### src/rtl/ct_pkg.sv
// Shared encodings for the compare timer.
// Assumes the waveform-mode and output-mode codes listed in the brief.
package ct_pkg;
    typedef enum logic [1:0] {
        WM_FREE  = 2'b00,
        WM_PHASE = 2'b01,
        WM_CLEAR = 2'b10,
        WM_FAST  = 2'b11
    } wmode_e;

    typedef enum logic [1:0] {
        OM_OFF    = 2'b00,
        OM_TOGGLE = 2'b01,
        OM_LOW    = 2'b10,
        OM_HIGH   = 2'b11
    } omode_e;

    function automatic logic is_pwm(input wmode_e m);
        return (m == WM_PHASE) || (m == WM_FAST);
    endfunction
endpackage

### src/rtl/ct_counter.sv
// Counter datapath: steps, clears or reverses on each counting tick.
// Holds the phase-correct direction and the overflow flag.
// Assumes step is already gated by the stop input.
module ct_counter
    import ct_pkg::*;
#(
    parameter int W = 8
) (
    input  logic         clk,
    input  logic         rst_n,
    input  logic         step,
    input  wmode_e       mode,
    input  logic [W-1:0] cmp_act,
    input  logic         wr,
    input  logic [W-1:0] wdata,
    input  logic         ovf_clr,
    output logic [W-1:0] cnt,
    output logic         at_top,
    output logic         at_bottom,
    output logic         step_up,
    output logic         ovf_flag
);
    localparam logic [W-1:0] MAXV = '1;
    localparam logic [W-1:0] MINV = '0;

    logic         dir_up;
    logic [W-1:0] cnt_nx;
    logic         ovf_evt;

    assign at_top    = (cnt == MAXV);
    assign at_bottom = (cnt == MINV);

    // Direction of the step a tick would take now (phase-correct mode).
    always_comb begin
        if (at_bottom)   step_up = 1'b1;
        else if (at_top) step_up = 1'b0;
        else             step_up = dir_up;
    end

    // Next count value for the selected waveform mode.
    always_comb begin
        unique case (mode)
            WM_PHASE: cnt_nx = step_up ? cnt + 1'b1 : cnt - 1'b1;
            WM_CLEAR: cnt_nx = (cnt == cmp_act) ? MINV : cnt + 1'b1;
            default:  cnt_nx = cnt + 1'b1;
        endcase
    end

    // Overflow point: bottom in phase-correct mode, the wrap otherwise.
    assign ovf_evt = step && ((mode == WM_PHASE) ? at_bottom : at_top);

    // Counter register; a processor write overrides the tick.
    always_ff @(posedge clk) begin
        if (!rst_n)    cnt <= MINV;
        else if (wr)   cnt <= wdata;
        else if (step) cnt <= cnt_nx;
    end

    // Direction register, advanced only by phase-correct ticks.
    always_ff @(posedge clk) begin
        if (!rst_n)                               dir_up <= 1'b1;
        else if (step && !wr && mode == WM_PHASE) dir_up <= step_up;
    end

    // Overflow flag; a set wins over a clear in the same cycle.
    always_ff @(posedge clk) begin
        if (!rst_n)       ovf_flag <= 1'b0;
        else if (ovf_evt) ovf_flag <= 1'b1;
        else if (ovf_clr) ovf_flag <= 1'b0;
    end
endmodule

### src/rtl/ct_cmpreg.sv
// Compare value storage: a shadow register plus the active register.
// In PWM modes writes land in the shadow, which is copied on load.
// Otherwise writes go straight to the active register.
module ct_cmpreg #(
    parameter int W = 8
) (
    input  logic         clk,
    input  logic         rst_n,
    input  logic         pwm,
    input  logic         load,
    input  logic         wr,
    input  logic [W-1:0] wdata,
    output logic [W-1:0] act
);
    logic [W-1:0] shadow;

    // Shadow register always takes the last processor write.
    always_ff @(posedge clk) begin
        if (!rst_n)  shadow <= '0;
        else if (wr) shadow <= wdata;
    end

    // Active register: direct write outside PWM, aligned copy inside PWM.
    always_ff @(posedge clk) begin
        if (!rst_n)              act <= '0;
        else if (wr && !pwm)     act <= wdata;
        else if (load && pwm)    act <= shadow;
    end
endmodule

### src/rtl/ct_outcmp.sv
// Compare flag and waveform pin state.
// Assumes match compares the counter with the active compare value,
// and that step_up gives the direction of the current phase-correct tick.
module ct_outcmp
    import ct_pkg::*;
(
    input  logic   clk,
    input  logic   rst_n,
    input  logic   step,
    input  logic   match,
    input  logic   at_top,
    input  logic   step_up,
    input  wmode_e mode,
    input  omode_e omode,
    input  logic   force_cmp,
    input  logic   flag_clr,
    output logic   cmp_flag,
    output logic   wave_q
);
    logic hit;
    logic wave_nx;

    assign hit = step && match;

    // Compare flag; a set wins over a clear in the same cycle.
    always_ff @(posedge clk) begin
        if (!rst_n)        cmp_flag <= 1'b0;
        else if (hit)      cmp_flag <= 1'b1;
        else if (flag_clr) cmp_flag <= 1'b0;
    end

    // Next pin state from the mode, the output mode and the events.
    always_comb begin
        wave_nx = wave_q;
        unique case (mode)
            WM_FAST: begin
                if (omode[1]) begin
                    if (step && at_top) wave_nx = ~omode[0];
                    else if (hit)       wave_nx = omode[0];
                end
            end
            WM_PHASE: begin
                if (omode[1] && hit) wave_nx = step_up ? omode[0] : ~omode[0];
            end
            default: begin
                if (hit || force_cmp) begin
                    unique case (omode)
                        OM_TOGGLE: wave_nx = ~wave_q;
                        OM_LOW:    wave_nx = 1'b0;
                        OM_HIGH:   wave_nx = 1'b1;
                        default:   wave_nx = wave_q;
                    endcase
                end
            end
        endcase
    end

    // Pin state register.
    always_ff @(posedge clk) begin
        if (!rst_n) wave_q <= 1'b0;
        else        wave_q <= wave_nx;
    end
endmodule

### src/rtl/cmp_timer.sv
// Top level of the compare timer: counter, compare storage, output unit.
// Assumes tick is a one-cycle enable from a prescaler in the clk domain.
module cmp_timer
    import ct_pkg::*;
#(
    parameter int W = 8
) (
    input  logic         clk,
    input  logic         rst_n,
    input  logic         tick,
    input  logic         stopped,
    input  logic [1:0]   wave_mode,
    input  logic [1:0]   out_mode,
    input  logic         cnt_wr,
    input  logic [W-1:0] cnt_wdata,
    input  logic         cmp_wr,
    input  logic [W-1:0] cmp_wdata,
    input  logic         force_cmp,
    input  logic         ovf_clr,
    input  logic         cmp_clr,
    input  logic         cmp_ack,
    input  logic         cmp_ie,
    output logic [W-1:0] cnt_q,
    output logic [W-1:0] cmp_q,
    output logic         ovf_flag,
    output logic         cmp_flag,
    output logic         cmp_irq,
    output logic         wave_out
);
    wmode_e mode;
    omode_e omode;
    logic   step;
    logic   pwm;
    logic   at_top;
    logic   at_bottom;
    logic   step_up;
    logic   match;
    logic   wave_q;
    logic   connected;

    assign mode  = wmode_e'(wave_mode);
    assign omode = omode_e'(out_mode);
    assign step  = tick && !stopped;
    assign pwm   = is_pwm(mode);
    assign match = (cnt_q == cmp_q);

    ct_counter #(.W(W)) u_counter (
        .clk       (clk),
        .rst_n     (rst_n),
        .step      (step),
        .mode      (mode),
        .cmp_act   (cmp_q),
        .wr        (cnt_wr),
        .wdata     (cnt_wdata),
        .ovf_clr   (ovf_clr),
        .cnt       (cnt_q),
        .at_top    (at_top),
        .at_bottom (at_bottom),
        .step_up   (step_up),
        .ovf_flag  (ovf_flag)
    );

    ct_cmpreg #(.W(W)) u_cmpreg (
        .clk   (clk),
        .rst_n (rst_n),
        .pwm   (pwm),
        .load  (step && at_top),
        .wr    (cmp_wr),
        .wdata (cmp_wdata),
        .act   (cmp_q)
    );

    ct_outcmp u_outcmp (
        .clk       (clk),
        .rst_n     (rst_n),
        .step      (step),
        .match     (match),
        .at_top    (at_top),
        .step_up   (step_up),
        .mode      (mode),
        .omode     (omode),
        .force_cmp (force_cmp),
        .flag_clr  (cmp_clr || cmp_ack),
        .cmp_flag  (cmp_flag),
        .wave_q    (wave_q)
    );

    // Pin is connected unless output mode is off, or toggle in a PWM mode.
    assign connected = (omode != OM_OFF) && !(pwm && omode == OM_TOGGLE);
    assign wave_out  = connected && wave_q;
    assign cmp_irq   = cmp_flag && cmp_ie;
endmodule

### config.mk
export PLATFORM = sky130hd
export DESIGN_NAME = cmp_timer
export DESIGN_NICKNAME = d
export VERILOG_FILES = /design/src/rtl/ct_pkg.sv /design/src/rtl/ct_counter.sv /design/src/rtl/ct_cmpreg.sv /design/src/rtl/ct_outcmp.sv /design/src/rtl/cmp_timer.sv
export SDC_FILE = /design/constraint.sdc
export NUM_CORES = 1
export LEC_CHECK = 0
export BUFFER_PORTS_ARGS = -buffer_cell sky130_fd_sc_hd__buf_2
export CAP_MARGIN = 25
export CORE_AREA = 2 2 69 71
export DETAILED_ROUTE_END_ITERATION = 7
export DIE_AREA = 0 0 71 73
export GPL_TIMING_DRIVEN = 0
export HOLD_SLACK_MARGIN = 0.02
export PLACE_DENSITY = 0.75
export SYNTH_ARGS = -nofsm -noshare
export SYNTH_HDL_FRONTEND = slang
export SYNTH_HIERARCHICAL = 1
export SYNTH_SLANG_ARGS = --single-unit
export TNS_END_PERCENT = 100
### constraint.sdc
create_clock -name clk -period 1.9 [get_ports clk]
set_clock_uncertainty 0.15 [all_clocks]
set_input_delay 0.38 -clock clk [delete_from_list [all_inputs] [get_ports clk]]
set_output_delay 0.38 -clock clk [all_outputs]
set_load 0.05 [all_outputs]
* After elaboration in Yosys (flattened, before gate mapping)
Index checks and enable logic that the tools add are counted.
** Operators by class
- Mux-type cells :: 22
- Reduce and logical (&&, ||, !) cells :: 29
- Bitwise operators :: 2
- Add/sub/neg operators :: 2
- Eq/ne operators :: 11
** Operator list (number)
- two-way mux 8 bit :: 6
- one-hot mux 8 bit (2 select lines) :: 1
- logical AND 1 bit :: 13
- two-way mux 1 bit :: 13
- nonzero test 2 bit :: 5
- adder 8 x 1 -> 8 bit (second input constant) :: 1
- equality test 2 bit (second input constant) :: 4
- equality test 8 bit :: 1
- equality test 8 bit (second input constant) :: 1
- logical NOT 8 bit :: 1
- subtractor 8 x 1 -> 8 bit (second input constant) :: 1
- AND reduction 5 bit :: 1
- nonzero test 5 bit :: 1
- equality test 2 x 1 -> 1 bit (second input constant) :: 2
- logical NOT 1 bit :: 4
- logical OR 1 bit :: 3
- != test 3 x 1 -> 1 bit (second input constant) :: 1
- one-hot mux 1 bit (3 select lines) :: 1
- nonzero test 3 bit :: 1
- != test 2 x 1 -> 1 bit (second input constant) :: 1
- != test 2 bit (second input constant) :: 1
- NOT 1 bit :: 2
- one-hot mux 1 bit (2 select lines) :: 1
** Storage, ports and cells
- Register bits after elaboration :: 28
- Output and inout bits :: 20

* Depth between registers and ports, before layout
Gate-level depths: netlist of run 1.
- Depth in word-level cells :: 7
- Depth in mapped cells :: 10

* Hierarchy
Netlist of run 1, hierarchy kept.
** By module, submodules not included
- ct_counter :: instances 1, seq. area each 200.2 um2, area an instance 1087.3 um2, cells an instance 133
- ct_cmpreg :: instances 1, seq. area each 320.3 um2, area an instance 726.9 um2, cells an instance 62
- ct_outcmp :: instances 1, seq. area each 40.0 um2, area an instance 167.7 um2, cells an instance 19
- cmp_timer :: instances 1, seq. area each 0.0 um2, area an instance 128.9 um2, cells an instance 18

* Least setup slack after synthesis of run 1
Ideal clock, no wire load.
- Path kind :: register to register
- Start :: register u_counter.cnt[0]
- End :: register u_counter.cnt[5]
- Data arrival time :: 2025 ps
- Path slack :: -395 ps
- Stages on the path, launching flop included :: 10
- Data required time :: 1629 ps
- Setup time :: 121 ps
- Path buffers :: 1
- Path through :: dfxtp_1 -> buf_2 -> inv_1 -> ha_1 -> nor4b_4 -> nand2_2 -> nand2_4 -> a211oi_4 -> o221a_1 -> nor3_2
** Between the ends
- Longest elaborated chain between the ends :: 7
- Elaborated cells between the ends (all ways) :: 12
- Classes of those cells :: 2 x add/sub; 2 x eq/ne; 7 x mux; 1 x reduce/logical
** RTL lines
- start: declaration :: RTL line ct_counter.sv:17 : output logic [W-1:0] cnt,
- start signal: assignment :: RTL line ct_counter.sv:55 : else if (wr) cnt <= wdata;
- start signal: assignment :: RTL line ct_counter.sv:56 : else if (step) cnt <= cnt_nx;
- equality test 8 bit :: RTL line ct_counter.sv:30 : assign at_top = (cnt == MAXV);
- two-way mux 1 bit :: RTL line ct_counter.sv:36 : else if (at_top) step_up = 1'b0;
- two-way mux 1 bit * :: RTL line ct_counter.sv:35 : if (at_bottom) step_up = 1'b1;
- named net step_up :: RTL line cmp_timer.sv:36 : logic step_up;
- two-way mux 8 bit * :: RTL line ct_counter.sv:43 : WM_PHASE: cnt_nx = step_up ? cnt + 1'b1 : cnt - 1'b1;
- one-hot mux 8 bit (2 select lines) * :: RTL line ct_counter.sv:42 : unique case (mode)
- two-way mux 8 bit * :: RTL line ct_counter.sv:56
- two-way mux 8 bit * :: RTL line ct_counter.sv:55
Mark *: on every way through the listed nets, which the timed path passes. The rest lies on a longest branch. The select of a mux whose other input is x is not followed.
A chain may end at the register's enable or synchronous reset.

* Worst setup path in the final report of run 1
- Start :: register u_counter.cnt[0]
- End :: register u_counter.cnt[4]
** Between the ends
- Longest elaborated chain between the ends :: 7
- Elaborated cells between the ends (all ways) :: 12
- Classes of those cells :: 2 x add/sub; 2 x eq/ne; 7 x mux; 1 x reduce/logical
** RTL lines (RTL line)
- parallel branches: the longest is 4 deep, another holds adder 8 x 1 -> 8 bit
- one-hot mux 8 bit (2 select lines) * :: ct_counter.sv:42
- two-way mux 8 bit * :: ct_counter.sv:56
- two-way mux 8 bit * :: ct_counter.sv:55
Mark *: on every way between the ends. The select of a mux whose other input is x is not followed.

==> impl_metrics.tcl, run 1 <==
set metrics [dict create \
    r2r_setup_slack_ps -30 \
    rr_endpoint "u_counter/cnt[4]" \
    cpMaxStageDelayCell "dfxtp_4" \
    min_period_over_period 1.01 \
    clk_latency_ps 280 \
    grt_pass1_vias 1865 \
    grt-ovfl-total 0 \
    gp_congestion 0.870 \
    nNetsFinal 331 \
    antenna_cells 0 \
    max_freq_mhz 519 \
    clk_path_buf_depth 2 \
    drv_cap 0 \
    finalHoldViolCount 0 \
    min_from "ovf_clr" \
    area_growth_pct 29.0 \
    r2r_cells 7 \
    die_x_um 71 \
    cts_buffers 3 \
    antenna_found_initial 0 \
    highest_layer "met4" \
    core_um2 4540 \
    cp.buffers_inverters 1 \
    vdd_ir_drop_max_mv 0.283 \
    whs_endpoint "u_counter/ovf_flag" \
    power_density_nw_per_um2 618 \
    grt_pass1_wl_mm 8.76 \
    end_kind "flip-flop" \
    cts-root-buf "clkbuf_8" \
    firstDrtPassIters 4 \
    numPortBuffers 48 \
    cts_hold_buf 0 \
    relSlewSlack 0.631 \
    drt-met1-wl_mm 2.50 \
    grt_max_degree 17 \
    violations "negative setup slack" \
    drt_iter0_drc 82 \
    setup_viol 5 \
    worstReg2RegStart "u_counter/cnt[0]" \
    layout-drive-gt1-share 0.422 \
    multi_input_area_um2 1490 \
    dp_hpwl_mm 3.86 \
    critical_path_required_ps 1920 \
    syn_area_per_cell_um2 9.12 \
    routedWlPerCell_um 15.3 \
    status "finished with violations" \
    die_h_um 73 \
    ios 51 \
    syn-num-nets 267 \
    initial_core_util 0.465 \
    via_count 1917 \
    fp-row-count 25 \
    path_clk_slew_ps 100 \
    grt_use_total 0.210 \
    setup.worst_path.start_class "flip-flop" \
    detail-route-antenna-nets 0 \
    max_slew.worst_pin.slew_ps 554 \
    worstSetupPathType "reg -> reg" \
    drc 0 \
    post-place-ws_ps -337 \
    hp-class "in -> reg" \
    path_max_fanout 4 \
    clock_sinks 28 \
    wl_met3_um 317 \
    critPathTopFamily "compound AO/OA/AOI/OAI gates" \
    hold_depth 3 \
    rsz0062_at_grt "true" \
    cts_tree "yes" \
    report.power.total_w 0.00168 \
    seq_area_um2 596 \
    wl_met2_mm 2.44 \
    drt_wl_total_mm 5.34 \
    ys_warn_count 6 \
    avgViaCountPerCell 5.51 \
    fin_crit_ps 1930 \
    synthCells 231 \
    fill_cells 402 \
    syn_area_um2 2110 \
    cp_slowest_stage_delay_ps 360 \
    dieArea_um2 5180 \
    cp_cell_sequence "buf_6 > xor2_1 > nor4_2 > a21boi_2 > a211oi_4 > nand2b_4 > o22ai_2" \
    fin_ws_ps -27.6 \
    cts.htree.levels 1 \
    leakagePower_nw 1.14 \
    critical_path_arrival_ps 1950 \
    final_max_slew_viol_count 0 \
]
==> worst max path at each step <==
stage                startpoint               end  slack, ps  cells after the start
6_report       u_counter/cnt[0]  u_counter/cnt[4]        -30                      7
5_1_grt        u_counter/cnt[0]  u_counter/cnt[4]       -120                      7
4_1_cts        u_counter/cnt[6]  u_counter/cnt[7]         -8                      7
3_5_place_dp            stopped  u_counter/cnt[4]       -340                      8
3_3_place_gp            stopped  u_counter/cnt[4]       -320                      8
2_1_floorplan  u_counter/cnt[0]  u_counter/cnt[2]          4                      9
==> layout make-up <==
| cell class | instances | area share |
|---|---|---|
| buffer | 13 | 0.0401 |
| clock buffer | 4 | 0.0244 |
| inverter | 7 | 0.0115 |
| multi-input combinational | 179 | 0.549 |
| sequential | 28 | 0.219 |
| tap | 54 | 0.0249 |
| timing repair buffer | 63 | 0.131 |
==> timing repair <==
action | in CTS | in global routing
gates cloned | 0 | 0
endpoints found under the setup margin | 16 | 17
pin swaps | 9 | 11
buffers inserted | 9 | 6
endpoints found under the hold margin | 0 | 0
gates resized for setup | 15 | 9
==> stage by stage <==
step | setup TNS (ps) | instance area (um2) | utilization | hold WS, ps | instances
3_3_place_gp | -2480 | 2460 | 0.542 | 310 | 333
6_report | -69.7 | 2720 | 0.599 | 186 | 348
4_1_cts | -8.13 | 2640 | 0.582 | 189 | 343
5_1_grt | -816 | 2720 | 0.599 | 218 | 348
3_5_place_dp | -2650 | 2460 | 0.542 | 306 | 333
2_1_floorplan | 0 | 2150 | - | 307 | 231
==> report_power, final <==
group	switching, W	total [W]	leakage [nW]	internal, W
registers	0.0000515	0.000677	0.238	0.000626
logic	0.000323	0.000569	0.868	0.000245
clock network	0.000203	0.000433	0.0339	0.000230
total	0.000578	0.00168	1.14	0.00110
==> tightest hold or removal path, stage by stage <==
cell and delay, ps:
buf_2 70, nand2b_1 80, a21boi_1 50
==> registers in the layout (all words and copies together), names as in the netlist <==
name	count
u_cmpreg/shadow	8
u_cmpreg/act	8
u_counter/dir_up	1
u_outcmp/wave_q	1
u_counter/ovf_flag	1
u_counter/cnt	8
u_outcmp/cmp_flag	1
==> layer usage <==
layer | track usage | vias to the layer above
met5 | 0 | -
met4 | 0.0692 | 0
met3 | 0.0331 | 11
met2 | 0.331 | 66
met1 | 0.292 | 882
li1 | - | 958
==> cells in the final DEF, fill, tap and decap left out, types with 6 or more instances in the layout <==
cell type and n:
o2111a_1 8, nand3_1 6, mux2i_1 10, or3b_1 6, nor2b_1 11, nand3b_1 9, xor2_1 11, buf_4 16
dfxtp_1 14, nor2_1 6, xnor2_1 14, dfxtp_4 7, o21ai_0 7, nand2_1 11, buf_2 49, a21oi_1 6
dfxtp_2 7
No activity file was read; power rests on OpenSTA's default activity.
==> inputs of run 2 (changes only) <==
--- a/config.mk
+++ b/config.mk
@@ -5,7 +5,7 @@
 export SDC_FILE = /design/constraint.sdc
 export NUM_CORES = 1
 export LEC_CHECK = 0
-export BUFFER_PORTS_ARGS = -buffer_cell sky130_fd_sc_hd__buf_2
+export BUFFER_PORTS_ARGS = -buffer_cell sky130_fd_sc_hd__buf_4
 export CAP_MARGIN = 25
 export CORE_AREA = 2 2 69 71
 export DETAILED_ROUTE_END_ITERATION = 7
==> constraint.sdc (replaced) <==
create_clock -name clk -period 1.9 [get_ports clk]
set_clock_uncertainty 0.15 [all_clocks]
set_input_delay 0.285 -clock clk [delete_from_list [all_inputs] [get_ports clk]]
set_output_delay 0.285 -clock clk [all_outputs]
set_load 0.05 [all_outputs]
==> impl_metrics.tcl, run 2 (synthesis results as in run 1) <==
set metrics [dict create \
    finalHoldViolCount 0 \
    dieArea_um2 5180 \
    firstDrtPassIters 4 \
    cpMaxStageDelayCell "dfxtp_4" \
    cp_slowest_stage_delay_ps 380 \
    antenna_cells 0 \
    setup_viol 7 \
    cts_tree "yes" \
    final_cells 349 \
    leakagePower_nw 1.17 \
    fin_crit_ps 1950 \
    drt_iter0_drc 157 \
    initial_core_util 0.465 \
    cts_buffers 3 \
    core_um2 4540 \
    status "finished with violations" \
    r2r_setup_slack_ps -50 \
    critical_path_arrival_ps 1990 \
    min_period_over_period 1.03 \
    relSlewSlack 0.585 \
    clk_path_buf_depth 2 \
    postPlaceCellArea_um2 2580 \
    avgViaCountPerCell 5.81 \
    clock_sinks 28 \
    rsz0062_at_grt "true" \
    grt_pass1_wl_mm 9.49 \
    setup_tns_ps -202 \
    worstSetupPathType "reg -> reg" \
    grt-ovfl-total 0 \
    path_max_fanout 4 \
    reg_top3 "u_cmpreg/act: 8 flops, u_cmpreg/shadow: 8 flops, u_counter/cnt: 8 flops" \
    vdd_ir_drop_max_mv 0.262 \
    fin_ws_ps -52.7 \
    power_density_nw_per_um2 604 \
    place_inst 333 \
    drv_cap 0 \
    report.power.total_w 0.00172 \
    layout-drive-gt1-share 0.434 \
    numPortBuffers 48 \
    path_clk_slew_ps 110 \
    cp_cell_sequence "buf_6 > buf_6 > xor2_2 > nor4_2 > a21boi_2 > a211oi_4 > o221a_1 > nor3_2" \
    mostFrequentLayoutCells "buf_4 (64), xnor2_1 (14), dfxtp_1 (14)" \
    fp-row-count 25 \
    grt_pass1_vias 1961 \
    clk_latency_ps 290 \
    ios 51 \
    cts.htree.levels 1 \
    max_slew.worst_pin.slew_ps 623 \
    final_max_slew_viol_count 0 \
    routedWlPerCell_um 16.6 \
    drc 0 \
    via_count 2026 \
    fin_util 0.630 \
    final_common_cell "buf_4" \
    hp-class "in -> reg" \
    max_freq_mhz 512 \
    seq_area_um2 596 \
    detail-route-antenna-nets 0 \
    multi_input_area_um2 1500 \
    critical_path_required_ps 1930 \
    dp_hpwl_mm 3.94 \
    setup.worst_path.start_class "flip-flop" \
    grt_max_degree 17 \
    antenna_found_initial 0 \
    grt_use_total 0.231 \
    fill_cells 389 \
    nNetsFinal 332 \
    cpMostUsedCell "buf_6" \
    die_x_um 71 \
    end_kind "flip-flop" \
    violations "negative setup slack" \
    area_growth_pct 35.6 \
    cts-root-buf "clkbuf_8" \
    drt_wl_total_mm 5.80 \
    gp_congestion 0.903 \
    finalInstanceArea_um2 2860 \
    die_h_um 73 \
]
[run 2: cell count changes in the layout (fill, tap and decap cells not counted), moves of 2 or more]
| cell | change |
|---|---|
| o21ai_2 | +2 |
| nor2_2 | -2 |
| nor2_4 | +2 |
| buf_2 | -47 |
| o21ai_1 | -2 |
| buf_4 | +48 |
[run 2: final timing paths]
path,from,endpoint,cells after the start
setup / recovery,u_counter/cnt[0],u_counter/cnt[7],8
hold / removal,ovf_clr,u_counter/ovf_flag,3
setup reg to reg,u_counter/cnt[0],u_counter/cnt[7],8
hold reg to reg,u_counter/ovf_flag,u_counter/ovf_flag,2
[run 2: per-stage QoR]
stage	setup WS [ps]	hold slack [ps]
after detailed placement	-232	314
final	-52.7	98.7
after CTS	1.21	92.7
after global routing	-105	103
after floorplan	3.70	263
after global placement	-250	316
[run 2: what timing repair did]
item,in CTS,in global routing
setup endpoints to repair,16,16
setup buffers,13,3
hold endpoints to repair,0,0
pin swaps,10,7
gates resized for setup,15,13
hold buffers,0,0
[run 2: worst max-delay path, delay by kind of cell, from the launching register on]
kind / cells / cell delay [ps]
flops: 1 / 380
xor+xnor: 1 / 170
simple gates: 2 / 230
buf+inv: 2 / 250
compound gates: 3 / 650
[run 2: power by group]
part,internal [W],total (W),switching [W]
clock,0.000230,0.000437,0.000207
sequential,0.000626,0.000689,0.0000631
combinational,0.000274,0.000598,0.000324
total,0.00113,0.00172,0.000594
[run 2: layout make-up]
type | instances | area share
plain buffers | 13 | 0.0381
flip-flops and latches | 28 | 0.208
repair buffers | 64 | 0.170
multi-input cells | 179 | 0.525
inverters | 7 | 0.0118
well taps | 54 | 0.0237
clock buffers | 4 | 0.0232
[run 2: routing by layer]
metal	share of wire	up-vias	track usage
li1	-	966	-
met1	0.42	932	0.300
met2	0.48	109	0.395
met3	0.076	19	0.0276
met4	0.024	0	0.0860
met5	0	-	0
==> inputs of run 3 (changes only) <==
--- a/config.mk
+++ b/config.mk
@@ -7,12 +7,14 @@
 export LEC_CHECK = 0
 export BUFFER_PORTS_ARGS = -buffer_cell sky130_fd_sc_hd__buf_4
 export CAP_MARGIN = 25
-export CORE_AREA = 2 2 69 71
+export CELL_PAD_IN_SITES_DETAIL_PLACEMENT = 0
+export CELL_PAD_IN_SITES_GLOBAL_PLACEMENT = 1
+export CORE_AREA = 2 2 80 82
 export DETAILED_ROUTE_END_ITERATION = 7
-export DIE_AREA = 0 0 71 73
+export DIE_AREA = 0 0 82 84
 export GPL_TIMING_DRIVEN = 0
 export HOLD_SLACK_MARGIN = 0.02
-export PLACE_DENSITY = 0.75
+export PLACE_DENSITY_LB_ADDON = 0.1
 export SYNTH_ARGS = -nofsm -noshare
 export SYNTH_HDL_FRONTEND = slang
 export SYNTH_HIERARCHICAL = 1
==> impl_metrics.tcl, run 3 (synthesis results as in run 1) <==
set metrics [dict create \
    rr_endpoint "u_counter/cnt[1]" \
    fin_hold_ws_ps 108 \
    switchingPower_w 0.000577 \
    cts.htree.levels 1 \
    grt_pass1_wl_mm 9.69 \
    area_growth_pct 37.6 \
    reg_top3 "u_cmpreg/act: 8 flops, u_cmpreg/shadow: 8 flops, u_counter/cnt: 8 flops" \
    setup_tns_ps -312 \
    hp-class "in -> reg" \
    fin_util 0.476 \
    finalHoldViolCount 0 \
    vdd_ir_drop_max_mv 0.313 \
    r2r_cells 8 \
    clock_power_share 0.208 \
    fin_crit_ps 1980 \
    fp-row-count 29 \
    violations "negative setup slack" \
    cp.buffers_inverters 2 \
    drv_cap 0 \
    relSlewSlack 0.611 \
    ios 51 \
    final_max_slew_viol_count 0 \
    whs_endpoint "u_counter/ovf_flag" \
    worstSetupPathType "reg -> reg" \
    finalInstanceArea_um2 2900 \
    swShare 0.354 \
    clk_latency_ps 280 \
    antenna_cells 0 \
    grt-ovfl-total 0 \
    max_slew.worst_pin.slew_ps 583 \
    cts-root-buf "clkbuf_8" \
    cp_slowest_stage_delay_ps 370 \
    setup.worst_path.start_class "flip-flop" \
    p_seq_frac 0.414 \
    clk_path_buf_depth 2 \
    via_count 1923 \
    critical_path_arrival_ps 2000 \
    gp_congestion 0.857 \
    numPortBuffers 48 \
    nNetsFinal 331 \
    initial_core_util 0.346 \
    grt_use_total 0.179 \
    antenna_found_initial 0 \
    dieArea_um2 6890 \
    die_h_um 84 \
    hold_depth 3 \
    path_depth 8 \
    status "finished with violations" \
    power_density_nw_per_um2 562 \
    critPathTopFamily "compound AO/OA/AOI/OAI gates" \
    cpMaxStageDelayCell "dfxtp_4" \
    postPlaceCellArea_um2 2610 \
    die_x_um 82 \
    detail-route-antenna-nets 0 \
    post-place-ws_ps -328 \
    critical_path_required_ps 1920 \
    fin_ws_ps -78.9 \
    p_comb_frac 0.378 \
    leakagePower_nw 1.16 \
    core_um2 6100 \
    grt_pass1_vias 1908 \
    avgViaCountPerCell 5.18 \
    mostFrequentLayoutCells "buf_4 (61), dfxtp_1 (14), xnor2_1 (13)" \
    min_period_over_period 1.04 \
    path_clk_slew_ps 100 \
    final_common_cell "buf_4" \
    cts_buffers 3 \
    cp_cell_sequence "buf_6 > xor2_1 > nor4_2 > a21boi_2 > a211oi_4 > buf_4 > nor2b_2 > a2bb2oi_2" \
    intPower_w 0.00105 \
    dp_hpwl_mm 4.30 \
    drc 0 \
    setup_viol 7 \
    routedWlPerCell_um 16.1 \
    path_max_fanout 4 \
    min_from "ovf_clr" \
    max_freq_mhz 505 \
    r2r_setup_slack_ps -80 \
    worstReg2RegStart "u_counter/cnt[1]" \
    clock_sinks 28 \
    cts_hold_buf 0 \
    firstDrtPassIters 4 \
    rsz0062_at_grt "true" \
    layout-drive-gt1-share 0.442 \
    drt_iter0_drc 75 \
    drt_wl_total_mm 5.97 \
    cts_tree "yes" \
    grt_max_degree 16 \
    end_kind "flip-flop" \
]
## run 3: worst register-to-register path: stages, from the launching register on
cell and delay [ps]:
dfxtp_4 370, buf_6 130, xor2_1 160, nor4_2 300
a21boi_2 130, a211oi_4 280, buf_4 170, nor2b_2 40
a2bb2oi_2 130
## run 3: worst max path at each step
stage                      from          endpoint  slack, ps
2_1_floorplan  u_counter/cnt[0]  u_counter/cnt[2]          4
3_3_place_gp            stopped  u_counter/cnt[4]       -310
3_5_place_dp            stopped  u_counter/cnt[4]       -330
4_1_cts        u_counter/cnt[1]  u_counter/cnt[7]        -40
5_1_grt        u_counter/cnt[0]  u_counter/cnt[6]       -180
6_report       u_counter/cnt[1]  u_counter/cnt[1]        -80
## run 3: power by group through the flow
stage / sequential (W) / clock, W / combinational [W]
2_1_floorplan: 0.000760 / 0 / 0.000307
3_3_place_gp: 0.000682 / 0 / 0.000555
3_5_place_dp: 0.000682 / 0 / 0.000554
4_1_cts: 0.000675 / 0.000356 / 0.000595
5_1_grt: 0.000682 / 0.000382 / 0.000664
6_report: 0.000674 / 0.000339 / 0.000617
## run 3: timing repair
action                                  CTS  global route
setup buffers                            10             3
pin swaps                                17            10
resized for setup                        21            14
endpoints found under the setup margin   16            16
## run 3: per-stage QoR
stage | std cells | total power (W)
6_report | 371 | 0.00163
5_1_grt | 371 | 0.00173
4_1_cts | 368 | 0.00163
3_5_place_dp | 356 | 0.00124
3_3_place_gp | 356 | 0.00124
2_1_floorplan | 231 | 0.00107
## run 3: area by class of cell
type,instances,area [um2]
fill,626,3200
multi-input combinational,179,1530
sequential,28,598
timing repair buffer,61,458
buffer,15,139
tap,77,96.3
clock buffer,3,41.3
inverter,7,31.3
clock inverter,1,3.75
## run 3: metal layers
metal	vias up	part of all wire	track usage
met5	-	0	0
met4	0	0.0018	0.0182
met3	2	0.058	0.0368
met2	53	0.45	0.276
met1	906	0.49	0.265
li1	962	-	-
